<file path="config.mk">
export PLATFORM = sky130hd
export DESIGN_NAME = wprot_seq
export DESIGN_NICKNAME = d
export VERILOG_FILES = /design/src/rtl/wprot_pkg.sv /design/src/rtl/wprot_match.sv /design/src/rtl/wprot_window.sv /design/src/rtl/wprot_mask.sv /design/src/rtl/wprot_seq.sv
export SDC_FILE = /design/constraint.sdc
export NUM_CORES = 1
export LEC_CHECK = 0
export ABC_CLOCK_PERIOD_IN_PS = 3300
export BUFFER_PORTS_ARGS = -buffer_cell sky130_fd_sc_hd__buf_2
export CAP_MARGIN = 30
export CORE_MARGIN = 4
export CORE_UTILIZATION = 55
export CTS_CLUSTER_DIAMETER = 40
export DETAILED_ROUTE_END_ITERATION = 8
export GPL_ROUTABILITY_DRIVEN = 0
export PLACE_DENSITY = 0.83
export SKIP_LAST_GASP = 1
export SYNTH_ARGS = -nofsm -noshare
export SYNTH_HDL_FRONTEND = slang
export SYNTH_SLANG_ARGS = --single-unit
</file>
<file path="constraint.sdc">
create_clock -name clk -period 3.3 [get_ports clk]
set_clock_uncertainty 0.05 [all_clocks]
set_input_delay 0.66 -clock clk [delete_from_list [all_inputs] [get_ports clk]]
set_output_delay 0.66 -clock clk [all_outputs]
set_load 0.05 [all_outputs]
</file>
<file path="src/rtl/wprot_pkg.sv">
package wprot_pkg;

  typedef enum logic [2:0] {
    ST_IDLE,
    ST_G1,
    ST_G2,
    ST_OPEN,
    ST_B3,
    ST_B4,
    ST_B5
  } seq_st_t;

  localparam logic [7:0]  KEY_FIRST  = 8'hAA;
  localparam logic [7:0]  KEY_SECOND = 8'h55;
  localparam logic [7:0]  KEY_DATA   = 8'hA0;
  localparam logic [7:0]  KEY_MASK   = 8'hC0;
  localparam logic [11:0] OFS_LOW    = 12'h555;
  localparam logic [11:0] OFS_HIGH   = 12'hAAA;

endpackage

</file>
<file path="src/rtl/wprot_match.sv">
module wprot_match
  import wprot_pkg::*;
#(
  parameter int ADDR_W    = 13,
  parameter int DATA_W    = 8,
  parameter int BLK_SHIFT = 10,
  parameter int NBLK      = 8,
  localparam int OFS_W    = ADDR_W - 1,
  localparam int BLK_W    = $clog2(NBLK)
) (
  input  logic [ADDR_W-1:0] addr,
  input  logic [DATA_W-1:0] data,
  output logic              hit_first,
  output logic              hit_second,
  output logic              hit_data,
  output logic              hit_mask,
  output logic [BLK_W-1:0]  blk_idx
);

  logic at_low;
  logic at_high;

  // The plane bit (top address bit) takes no part in the offset compare.
  assign at_low  = (addr[OFS_W-1:0] == OFS_W'(OFS_LOW));
  assign at_high = (addr[OFS_W-1:0] == OFS_W'(OFS_HIGH));

  assign hit_first  = at_low  && (data == DATA_W'(KEY_FIRST));
  assign hit_second = at_high && (data == DATA_W'(KEY_SECOND));
  assign hit_data   = at_low  && (data == DATA_W'(KEY_DATA));
  assign hit_mask   = at_low  && (data == DATA_W'(KEY_MASK));

  assign blk_idx = addr[BLK_SHIFT +: BLK_W];

endmodule

</file>
<file path="src/rtl/wprot_window.sv">
module wprot_window #(
  parameter int WIN_CYCLES = 5000,
  localparam int CNT_W     = $clog2(WIN_CYCLES + 1)
) (
  input  logic clk,
  input  logic rst,
  input  logic restart,
  output logic expiring
);

  logic [CNT_W-1:0] cnt_q;

  always_ff @(posedge clk) begin
    if (rst) begin
      cnt_q <= '0;
    end else if (restart) begin
      cnt_q <= CNT_W'(WIN_CYCLES);
    end else if (cnt_q != '0) begin
      cnt_q <= cnt_q - 1'b1;
    end
  end

  // The edge that would take the count to zero ends the window.
  assign expiring = (cnt_q <= CNT_W'(1));

  p_cnt_bound_r5: assert property (@(posedge clk) disable iff (rst)
    cnt_q <= CNT_W'(WIN_CYCLES));

  p_cnt_rest_r5: assert property (@(posedge clk) disable iff (rst)
    (!restart && cnt_q == '0) |=> (cnt_q == '0));

  p_cnt_reload_r5: assert property (@(posedge clk) disable iff (rst)
    restart |=> (cnt_q == CNT_W'(WIN_CYCLES)));

endmodule

</file>
<file path="src/rtl/wprot_mask.sv">
module wprot_mask #(
  parameter int NBLK   = 8,
  parameter int DATA_W = 8,
  localparam int BLK_W = $clog2(NBLK)
) (
  input  logic              clk,
  input  logic              rst,
  input  logic [NBLK-1:0]   mask_init,
  input  logic              we,
  input  logic [DATA_W-1:0] wdata,
  input  logic [BLK_W-1:0]  blk_idx,
  output logic              prot,
  output logic [NBLK-1:0]   mask_q
);

  for (genvar b = 0; b < NBLK; b++) begin : g_bit
    always_ff @(posedge clk) begin
      if (rst) begin
        mask_q[b] <= mask_init[b];
      end else if (we) begin
        mask_q[b] <= wdata[b];
      end
    end
  end

  assign prot = mask_q[blk_idx];

  p_mask_hold_r7: assert property (@(posedge clk) disable iff (rst)
    !we |=> $stable(mask_q));

endmodule

</file>
<file path="src/rtl/wprot_seq.sv">
module wprot_seq
  import wprot_pkg::*;
#(
  parameter int ADDR_W     = 13,
  parameter int DATA_W     = 8,
  parameter int BLK_SHIFT  = 10,
  parameter int NBLK       = 8,
  parameter int WIN_CYCLES = 5000,
  localparam int BLK_W     = $clog2(NBLK)
) (
  input  logic              clk,
  input  logic              rst,
  input  logic              wr_valid,
  input  logic [ADDR_W-1:0] wr_addr,
  input  logic [DATA_W-1:0] wr_data,
  input  logic              wr_lock,
  input  logic [NBLK-1:0]   mask_init,
  output logic              res_valid,
  output logic              res_allow,
  output logic              res_cmd,
  output logic [NBLK-1:0]   mask_q
);

  seq_st_t          st_q, st_n;
  logic             hit_first, hit_second, hit_data, hit_mask;
  logic [BLK_W-1:0] blk_idx;
  logic             blk_prot;
  logic             expiring;
  logic             allow_n, cmd_n, mask_we;

  wprot_match #(
    .ADDR_W(ADDR_W), .DATA_W(DATA_W), .BLK_SHIFT(BLK_SHIFT), .NBLK(NBLK)
  ) i_match (
    .addr(wr_addr), .data(wr_data),
    .hit_first(hit_first), .hit_second(hit_second),
    .hit_data(hit_data), .hit_mask(hit_mask),
    .blk_idx(blk_idx)
  );

  wprot_window #(.WIN_CYCLES(WIN_CYCLES)) i_window (
    .clk(clk), .rst(rst), .restart(wr_valid), .expiring(expiring)
  );

  wprot_mask #(.NBLK(NBLK), .DATA_W(DATA_W)) i_mask (
    .clk(clk), .rst(rst), .mask_init(mask_init),
    .we(mask_we), .wdata(wr_data), .blk_idx(blk_idx),
    .prot(blk_prot), .mask_q(mask_q)
  );

  always_comb begin
    st_n    = st_q;
    allow_n = 1'b0;
    cmd_n   = 1'b0;
    mask_we = 1'b0;
    if (wr_valid) begin
      if (wr_lock) begin
        st_n = ST_IDLE;
      end else begin
        unique case (st_q)
          ST_IDLE: if (hit_first) begin st_n = ST_G1; cmd_n = 1'b1; end
          ST_G1: begin
            if (hit_second) begin st_n = ST_G2; cmd_n = 1'b1; end
            else st_n = ST_IDLE;
          end
          ST_G2: begin
            if (hit_data)      begin st_n = ST_OPEN; cmd_n = 1'b1; end
            else if (hit_mask) begin st_n = ST_B3;   cmd_n = 1'b1; end
            else st_n = ST_IDLE;
          end
          ST_OPEN: allow_n = !blk_prot;
          ST_B3: begin
            if (hit_first) begin st_n = ST_B4; cmd_n = 1'b1; end
            else st_n = ST_IDLE;
          end
          ST_B4: begin
            if (hit_second) begin st_n = ST_B5; cmd_n = 1'b1; end
            else st_n = ST_IDLE;
          end
          ST_B5: begin
            mask_we = 1'b1;
            cmd_n   = 1'b1;
            st_n    = ST_IDLE;
          end
          default: st_n = ST_IDLE;
        endcase
      end
    end else if (expiring) begin
      st_n = ST_IDLE;
    end
  end

  always_ff @(posedge clk) begin
    if (rst) begin
      st_q      <= ST_IDLE;
      res_valid <= 1'b0;
      res_allow <= 1'b0;
      res_cmd   <= 1'b0;
    end else begin
      st_q      <= st_n;
      res_valid <= wr_valid;
      res_allow <= allow_n;
      res_cmd   <= cmd_n;
    end
  end

  p_lock_rejects_r9: assert property (@(posedge clk) disable iff (rst)
    (wr_valid && wr_lock) |=> (!res_allow && !res_cmd && st_q == ST_IDLE));

  p_lock_keeps_mask_r9: assert property (@(posedge clk) disable iff (rst)
    (wr_valid && wr_lock) |=> $stable(mask_q));

  p_protected_denied_r8: assert property (@(posedge clk) disable iff (rst)
    (wr_valid && blk_prot) |=> !res_allow);

  p_idle_denies_r2: assert property (@(posedge clk) disable iff (rst)
    (wr_valid && st_q == ST_IDLE) |=> !res_allow);

  p_result_due_r10: assert property (@(posedge clk) disable iff (rst)
    wr_valid |=> res_valid);

  p_no_stray_result_r10: assert property (@(posedge clk) disable iff (rst)
    !wr_valid |=> (!res_valid && !res_allow && !res_cmd));

  p_one_kind_r3: assert property (@(posedge clk) disable iff (rst)
    !(res_allow && res_cmd));

  p_mask_only_on_write_r7: assert property (@(posedge clk) disable iff (rst)
    !wr_valid |=> $stable(mask_q));

endmodule

</file>
======== After elaboration in Yosys (flattened, before gate mapping) ========
Index checks and enable logic that the tools add are counted.
word-level totals
  register bits ........................... 27
  input bits .............................. 33
  output and inout bits ................... 11
  word-level logic and storage cells ...... 87
cells by class
  $add $sub $neg .......................... 1
  magnitude comparators ................... 2
  equal/unequal tests ..................... 14
  muxes and demuxes ....................... 38
  bitwise gates (word level) .............. 2
  reductions and logical operators ........ 16
operator list
  operator                                                                      count
  13-bit 2-to-1 mux                                                             2
  8-bit equality test, second input constant                                    3
  1-bit 2-to-1 mux                                                              24
  3-bit 2-to-1 mux                                                              8
  3-bit one-hot mux with 6 select lines                                         1
  13-bit by 1-bit <= comparator with 1-bit output, second input constant        1
  13-bit nonzero test                                                           1
  13-bit by 1-bit subtractor with 13-bit output, second input constant          1
  12-bit by 11-bit equality test with 1-bit output, second input constant       1
  12-bit equality test, second input constant                                   1
  3-bit equality test, second input constant                                    3
  8-bit by 7-bit equality test with 1-bit output, second input constant         1
  3-bit by 2-bit equality test with 1-bit output, second input constant         2
  2-bit nonzero test                                                            3
  2-bit OR reduction                                                            3
  1-bit logical AND                                                             4
  3-bit by 4-bit less-than comparator with 1-bit output, second input constant  1
  4-bit inequality test, second input constant                                  1
  1-bit one-hot mux with 4 select lines                                         1
  4-bit OR reduction                                                            1
  1-bit binary-select mux with 3-bit select                                     1
  3-bit by 1-bit equality test with 1-bit output, second input constant         1
  3-bit zero test                                                               1
  3-bit inequality test, second input constant                                  1
  other kinds (5)                                                               6

======== Logic depth before layout (Yosys ltp) ========
Gate-level depths: netlist (run 1).
  depth after elaboration ................. 7
  gate-level depth with buffers ........... 8
  gate-level depth less buffers ........... 7

======== Modules after synthesis ========
Synthesis (run 1) repeated with hierarchy kept, for this count alone.
second synthesis, totals
  cells, all modules ...................... 163
  area total of the unflattened synthesis .. 1,627.8 um2
modules (own cells, without submodules)
  module        times used  cells each  area an instance (um2)  sequential area each (um2)
  wprot_window  1           86          747.0                   260.2
  wprot_mask    1           21          404.1                   240.2
  wprot_seq     1           35          301.5                   120.1
  wprot_match   1           21          175.2                   0.0

======== Least setup slack after synthesis (run 1) ========
OpenSTA, ideal clock, no wires.
  path kind ............................... input to register
  from .................................... in wr_addr[0]
  to ...................................... reg res_cmd
  arrival time ............................ 1,964 ps
  path slack .............................. 1,191 ps
  cell stages on the path ................. 4
  path buffers ............................ 0
  cells stage by stage .................... or4b_2 -> nor4_2 -> nor4_1 -> a221oi_1
between the ends
  word-level cells in the longest chain between the ends .. 5
  elaborated cells on any way between the ends .. 11
ends and longest elaborated chain
  what                                              RTL line           text
  from (decl)                                       wprot_seq.sv:14    input logic [ADDR_W-1:0] wr_addr,
  12-bit by 11-bit equality test with 1-bit output  wprot_match.sv:24  assign at_low = (addr[OFS_W-1:0] == OFS_W'(OFS_LOW));
  1-bit logical AND                                 wprot_match.sv:30  assign hit_mask = at_low && (data == DATA_W'(KEY_MASK));
  1-bit 2-to-1 mux                                  wprot_seq.sv:67    else if (hit_mask) begin st_n = ST_B3; cmd_n = 1'b1; end
  1-bit 2-to-1 mux                                  wprot_seq.sv:66    if (hit_data) begin st_n = ST_OPEN; cmd_n = 1'b1; end
  1-bit one-hot mux with 4 select lines (*)         wprot_seq.sv:59    unique case (st_q)
  to (signal assigned)                              wprot_seq.sv:102   res_cmd <= cmd_n;
  to (decl)                                         wprot_seq.sv:20    output logic res_cmd,
Mark *: on every way between the ends. The rest lies on a longest branch, timed or not.
A chain may end at the register's enable or synchronous reset.

======== Worst setup path in the final report (run 1) ========
  from .................................... reg i_window.cnt_q[8]
  to ...................................... reg i_window.cnt_q[9]
between the ends
  word-level cells in the longest chain between the ends .. 3
  elaborated cells on any way between the ends .. 5
ends and longest elaborated chain
  what                                           RTL line            text
  from (decl)                                    wprot_window.sv:11  logic [CNT_W-1:0] cnt_q;
  from (signal assigned)                         wprot_window.sv:17  cnt_q <= CNT_W'(WIN_CYCLES);
  from (signal assigned)                         wprot_window.sv:19  cnt_q <= cnt_q - 1'b1;
  13-bit by 1-bit subtractor with 13-bit output  wprot_window.sv:19
  13-bit 2-to-1 mux                              wprot_window.sv:18  end else if (cnt_q != '0) begin
  13-bit 2-to-1 mux                              wprot_window.sv:16  end else if (restart) begin
Parallel ways exist; a longest one is shown, timed or not. The select of a mux whose other input is x is not followed.

==> metrics.yaml, run 1 <==
status:
  status: "finished clean"
synth:
  yosysMostFrequentCell: "dfxtp_1"
  netlist.area_leader.share_pct: 24.42
  synth_area_per_cell_um2: 9.859
  synth_top_area_cell: "dfxtp_1"
  synth-seq-cells: 27
  yosysWarnings: 0
  async_flop_share_pct: 0
  synth_top_flop_cell: "dfxtp_1"
  synth_edf_count: 8
  synthTopCellsByCount: "dfxtp_1, nor2_1, edfxtp_1, mux2_2"
  synth_nets: 194
  syn_inst: 158
  synth_cell_types: 48
  synthesis.area_um2: 1558
  synth_area_leaders: "dfxtp_1, edfxtp_1, mux2_2, xor2_1, nor2_1"
  yosysSeqAreaShare_pct: 39.84
worst_setup_path:
  worstPathArrival_ns: 2.37
  startpoint_type: "flip-flop"
  cp_cell_sequence: "nor4_1, nand4_1, nand4b_1, xor2_1, a21oi_1"
  crit_type: "flip-flop to flip-flop"
  cp_slowest_cell: "nand4_1"
  slowest_delay_ns: 0.54
  crit_path_end_kind: "flip-flop"
  critPathRequiredTime_ns: 3.48
  cp_max_fo: 13
sta:
  rsz0062_at_grt: "no"
  timing.final.ws_setup_ns: 1.113
  tns_ns: 0
  finalCritPeriodShare_pct: 66.28
  timing.final.crit_period_ns: 2.187
  fmax_ghz: 0.4572
  final_hold_viol_count: 0
  tightestPinTransition_ns: 0.7776
  slew_viol_final: 0
  setup_viol: 0
  timing.slew.headroom_pct: 48.05
  hold_ws_ns: 0.4690
floorplan:
  fp.dieH_um: 61.22
  fp.dieW_um: 61.22
  design.core.area_um2: 2734
  die_area_um2: 3748
  row_count: 19
  start_util_pct: 56.98
  io_pins: 44
clock_tree:
  cts_htree_levels: 1
  clock-sinks: 27
  cts_tree: "built"
  clk-insertion-delay-late_ns: 0.33
  cts_hold_buf: 0
  cts_root_buf: "clkbuf_4"
  post_cts_buffers: 0
  ctsResizeCount: 0
  clkSlewWorstSetupHoldPaths_ns: 0.15
  cts_buffers: 3
  cts_buffer_depth: 2
routing:
  ant_nets: 0
  viasPerCell: 6.213
  wl_per_cell_um: 16.68
  firstDrtPassIters: 4
  num_vias: 1429
  route.detailed.drc: 0
  drt_iter0_markers: 78
  drt_wl_total_mm: 3.837
hold_path:
  hold_class: "primary input to flip-flop"
power:
  p_clk_share_pct: 20.0
  p_seq_share_pct: 53.5
  comb_power_share_pct: 26.5
  power.switching_uw: 236.8
  p_per_area_nw_per_um2: 404.9
  switching_share_pct: 32.23
  ir_worst_vdd_uv: 303.7
  power_leakage_nw: 0.7099
  p_int_uw: 497.8
  finalPower_uw: 734.6
global_routing:
  grt_max_degree: 21
  grt_usage_pct: 21.76
  grt_pass1_vias: 1359
  antenna_found_initial: 0
  grt_pass1_wl_mm: 6.154
  grt-ovfl-total: 0
run:
  maxCapViolations: 0
place:
  dpl.hpwl_mm: 3.035
  dp.cells: 226
  io_buffers: 43
  pre_cts_ws_ns: 0.9735
finish:
  antenna_cells: 0
  area_growth_pct: 16.47
  fin_cells: 230
  fin_nets: 236
  drive_gt1_share_pct: 29.65
-- through the flow --
step / util, % / area (µm²)
6_report: 66.36 / 1814
5_1_grt: 66.36 / 1814
4_1_cts: 66.36 / 1814
3_5_place_dp: 65.40 / 1788
3_3_place_gp: 65.40 / 1788
2_1_floorplan: - / 1558
-- worst max-delay path, delay by kind of cell (launching register included) --
| family | cells | cell delay (ns) |
|---|---|---|
| XOR/XNOR | 1 | 0.18 |
| AO/OA/AOI/OAI | 1 | 0.08 |
| flip-flops | 1 | 0.39 |
| AND/OR/NAND/NOR | 3 | 1.37 |
-- final cells by class --
class,count,area (µm²)
tap,31,38.79
sequential,27,620.6
fill,223,919.6
multi-input combinational,121,898.4
inverter,4,15.01
clock buffer,4,26.28
timing repair buffer,43,215.2
-- placed cells by master (no fill, tap or decap), drive strengths merged, types with 4 or more instances in the layout --
cell type,instances
a21oi,6
buf,43
clkbuf,4
dfxtp,19
edfxtp,8
inv,4
mux2,8
nand2,5
nand2b,5
nand3,6
nand3b,4
nand4b,4
nor2,15
nor2b,4
nor3,7
nor4,5
nor4b,6
o21ai,4
xor2,7
-- path summary, 6_finish.rpt --
| kind | startpoint | slack, ns | to | cells past startpoint |
|---|---|---|---|---|
| setup / recovery | i_window.cnt_q[8] | 1.11 | i_window.cnt_q[9] | 5 |
| hold / removal | wr_addr[12] | 0.47 | res_allow | 2 |
| setup reg to reg | i_window.cnt_q[8] | 1.11 | i_window.cnt_q[9] | 5 |
| hold reg to reg | i_window.cnt_q[1] | 0.48 | i_window.cnt_q[1] | 2 |
-- sequential cells by signal, indices dropped and copies added (netlist names) --
| signal | flops |
|---|---|
| st_q | 3 |
| res_allow | 1 |
| i_mask.mask_q | 8 |
| i_window.cnt_q | 13 |
| res_valid | 1 |
| res_cmd | 1 |
-- power groups by stage --
| stage | clock, mW | combinational [mW] | sequential (mW) |
|---|---|---|---|
| final | 0.147 | 0.195 | 0.393 |
| after global routing | 0.163 | 0.213 | 0.396 |
| after CTS | 0.150 | 0.194 | 0.392 |
| after detailed placement | 0 | 0.193 | 0.400 |
| after global placement | 0 | 0.186 | 0.397 |
| after floorplan | 0 | 0.117 | 0.418 |
-- metal layers --
layer | part of all wire, % | vias to the layer above | global-route usage (%)
li1 | - | 681 | -
met5 | 0 | - | 0
met4 | 2.3 | 0 | 7.740
met1 | 42 | 698 | 27.15
met2 | 51 | 40 | 37.76
met3 | 4.5 | 10 | 3.564
-- cell families (layout without fill, tap and decap cells) --
group | after synthesis | count (layout) | share of synthesized area [%]
simple gates | 77 | 77 | 31.81
flops | 27 | 27 | 39.84
compound gates | 22 | 22 | 9.237
mux | 10 | 10 | 9.157
buf+inv | 10 | 51 | 2.489
xor+xnor | 9 | 9 | 5.061
fa+ha+maj | 3 | 3 | 2.410
Note: power is estimated with default switching activity, not from simulation.
==> inputs of run 2 (changes only) <==
ABC_AREA = 1   (was default)
ABC_CLOCK_PERIOD_IN_PS = 1800   (was 3300)
CORE_UTILIZATION = 48   (was 55)
PLACE_DENSITY = 0.74   (was 0.83)
clock period = 1.8 ns   (was 3.3 ns; I/O delays follow)
==> run 2 against run 1 <==
  * Global-route usage shrank 3.9 points
  * Highest routed layer unchanged
  * Largest cell class unchanged
  * Register-to-register slack got worse by 0.78 ns
  * First-iteration DRC count up 54%
  * Cell count is 62% higher
  * Sequential share of layout area decreased by 5.9 points
==> metrics.yaml, run 2 <==
status:
  status: "finished clean"
routing:
  drt_iter0_markers: 120  # +54%
  drt_wl_total_mm: 4.266  # +11%
  wl_per_cell_um: 11.44  # -31%
  route.detailed.drc: 0  # unchanged
  num_vias: 1835  # +28%
  ant_nets: 0  # unchanged
  viasPerCell: 4.920  # -21%
  firstDrtPassIters: 4  # unchanged
global_routing:
  grt_pass1_vias: 1649  # +21%
  grt-ovfl-total: 0  # unchanged
  antenna_found_initial: 0  # unchanged
  met2_usage_pct: 28.33  # -9.4 points
  met3_usage_pct: 4.460  # +0.90 points
  grt_max_degree: 17  # -19%
  grt_pass1_wl_mm: 7.258  # +18%
  grt_usage_pct: 17.84  # -3.9 points
  top_usage_layer: "met2"
  grt.met1_usage_pct: 24.43  # -2.7 points
finish:
  antenna_cells: 0  # unchanged
  final_common_cell: "nand2_1"
  largest_register: "i_window.cnt_q"
  fin_cells: 373  # +62%
  fin_area_um2: 2193  # +21%
  reg_top3: "i_window.cnt_q x13, i_mask.mask_q x8, st_q x3"
  largest_reg_flops: 13  # unchanged
  final_cell_mix: "nand2_1, buf_2, inv_1, nor2_1, dfxtp_1"
  area_growth_pct: 18.29
  drive_gt1_share_pct: 25.85  # -3.8 points
  fin_nets: 362  # +53%
clock_tree:
  ctsResizeCount: 0  # unchanged
  cts_tree: "built"
  post_cts_buffers: 0  # unchanged
  clkSlewWorstSetupHoldPaths_ns: 0.09  # -0.06 ns
  cts_buffers: 3  # unchanged
  cts_buffer_depth: 2  # unchanged
  cts_htree_levels: 1  # unchanged
  cts_hold_buf: 0  # unchanged
  clock-sinks: 27  # unchanged
  clk-insertion-delay-late_ns: 0.27  # -0.06 ns
  cts_root_buf: "clkbuf_8"
synth:
  synth-seq-cells: 27  # unchanged
  synth_area_per_cell_um2: 6.694  # -32%
  synth_top_flop_cell: "dfxtp_1"
  yosysSeqAreaShare_pct: 33.47  # -6.4 points
  yosysWarnings: 0  # unchanged
  synth_top_area_cell: "dfxtp_1"
  synth_edf_count: 8  # unchanged
  netlist.area_leader.share_pct: 20.51  # -3.9 points
  synth_nets: 313  # +61%
  yosysMostFrequentCell: "nand2_1"
  async_flop_share_pct: 0  # unchanged
  synthesis.area_um2: 1854  # +19%
  syn_inst: 277  # +75%
  synth_area_leaders: "dfxtp_1, nand2_1, edfxtp_1, inv_1, nor2_1"
  synth_cell_types: 29  # -40%
  synthTopCellsByCount: "nand2_1, inv_1, nor2_1"
floorplan:
  design.core.area_um2: 3689  # +35%
  fp.dieH_um: 70.16  # +15%
  fp.dieW_um: 70.16  # +15%
  start_util_pct: 50.27  # -6.7 points
  die_area_um2: 4922  # +31%
  io_pins: 44  # unchanged
  row_count: 22  # +3
run:
  maxCapViolations: 0  # unchanged
worst_setup_path:
  slowest_delay_ns: 0.31  # -0.23 ns
  crit_type: "flip-flop to flip-flop"
  startpoint_type: "flip-flop"
  crit_path_end_kind: "flip-flop"
  critPathRequiredTime_ns: 1.97  # -1.51 ns
  worstPathArrival_ns: 1.63  # -0.74 ns
  cpMostUsedCell: "nand2_1"
  cp_cell_sequence: "inv_1, ha_1, nand2_1, nor2_1, nand3_1, xor2_1, nand2_1, a21oi_1"
  cp_max_fo: 5  # -8
  cp_slowest_cell: "dfxtp_1"
  cp_top_family: "simple AND/OR/NAND/NOR gates"
  crit_buf_inv: 1  # +1
power:
  p_per_area_nw_per_um2: 718.4  # +77%
  ir_worst_vdd_uv: 471.4  # +55%
  power_leakage_nw: 1.074  # +51%
sta:
  tns_ns: 0  # unchanged
  setup_viol: 0  # unchanged
  timing.final.ws_setup_ns: 0.3327  # -0.7800 ns
  slew_viol_final: 0  # unchanged
  final_hold_viol_count: 0  # unchanged
  tightestPinTransition_ns: 0.3087  # -0.4688 ns
  fmax_ghz: 0.6815  # +49%
  timing.slew.headroom_pct: 79.34  # +31 points
  finalCritPeriodShare_pct: 81.52  # +15 points
  timing.final.crit_period_ns: 1.467  # -0.7200 ns
  hold_ws_ns: 0.2766  # -0.1924 ns
  rsz0062_at_grt: "no"
place:
  dpl.hpwl_mm: 3.561  # +17%
  placed_area_um2: 2145  # +20%
  dp.cells: 369  # +63%
  io_buffers: 43  # unchanged
  pre_cts_ws_ns: 0.2623  # -0.7112 ns
hold_path:
  hold_class: "primary input to flip-flop"
[run 2: worst register-to-register path, stage by stage, from the launching register on]
cell	delay (ns)
dfxtp_1	0.31
inv_1	0.13
ha_1	0.20
nand2_1	0.09
nor2_1	0.20
nand3_1	0.12
xor2_1	0.14
nand2_1	0.06
a21oi_1	0.11
[run 2: cells by family after synthesis]
logic type / count (synthesis) / share of synthesized area, %
AND/OR/NAND/NOR: 162 / 43.72
buffers and inverters: 50 / 10.12
AO/OA/AOI/OAI: 32 / 9.245
flip-flops: 27 / 33.47
XOR/XNOR: 3 / 1.417
adder cells (fa/ha/maj): 3 / 2.025
[run 2: power by group]
part	switching, mW	internal [mW]
logic	0.326	0.173
clock network	0.191	0.157
registers	0.0511	0.678
total	0.567	1.01
[run 2: path summary, 6_finish.rpt]
path                     startpoint            endpoint  slack (ns)  cells after the start
setup / recovery  i_window.cnt_q[1]  i_window.cnt_q[12]        0.33                      8
hold / removal                  rst   i_window.cnt_q[9]        0.28                      2
setup reg to reg  i_window.cnt_q[1]  i_window.cnt_q[12]        0.33                      8
hold reg to reg   i_window.cnt_q[0]   i_window.cnt_q[0]        0.46                      1
[run 2: metal layers]
| layer | vias to the layer above | wire (µm) |
|---|---|---|
| met1 | 800 | 2065 |
| met4 | 0 | 16 |
| li1 | 976 | - |
| met5 | - | 0 |
| met3 | 3 | 314 |
| met2 | 56 | 1870 |
[run 2: cell type report]
| class | instances | area [µm²] |
|---|---|---|
| Timing Repair Buffer | 46 | 237.7 |
| Clock inverter | 1 | 7.507 |
| Sequential cell | 27 | 620.6 |
| Tap cell | 48 | 60.06 |
| Clock buffer | 3 | 41.29 |
| Inverter | 48 | 180.2 |
| Fill cell | 353 | 1495 |
| Multi-Input combinational cell | 200 | 1046 |
[run 2: metrics by stage]
step | utilization [%] | total power [mW]
3_5_place_dp | 58.14 | 1.239
5_1_grt | 59.46 | 1.684
6_report | 59.46 | 1.576
2_1_floorplan | - | 1.107
4_1_cts | 59.46 | 1.586
3_3_place_gp | 58.14 | 1.234
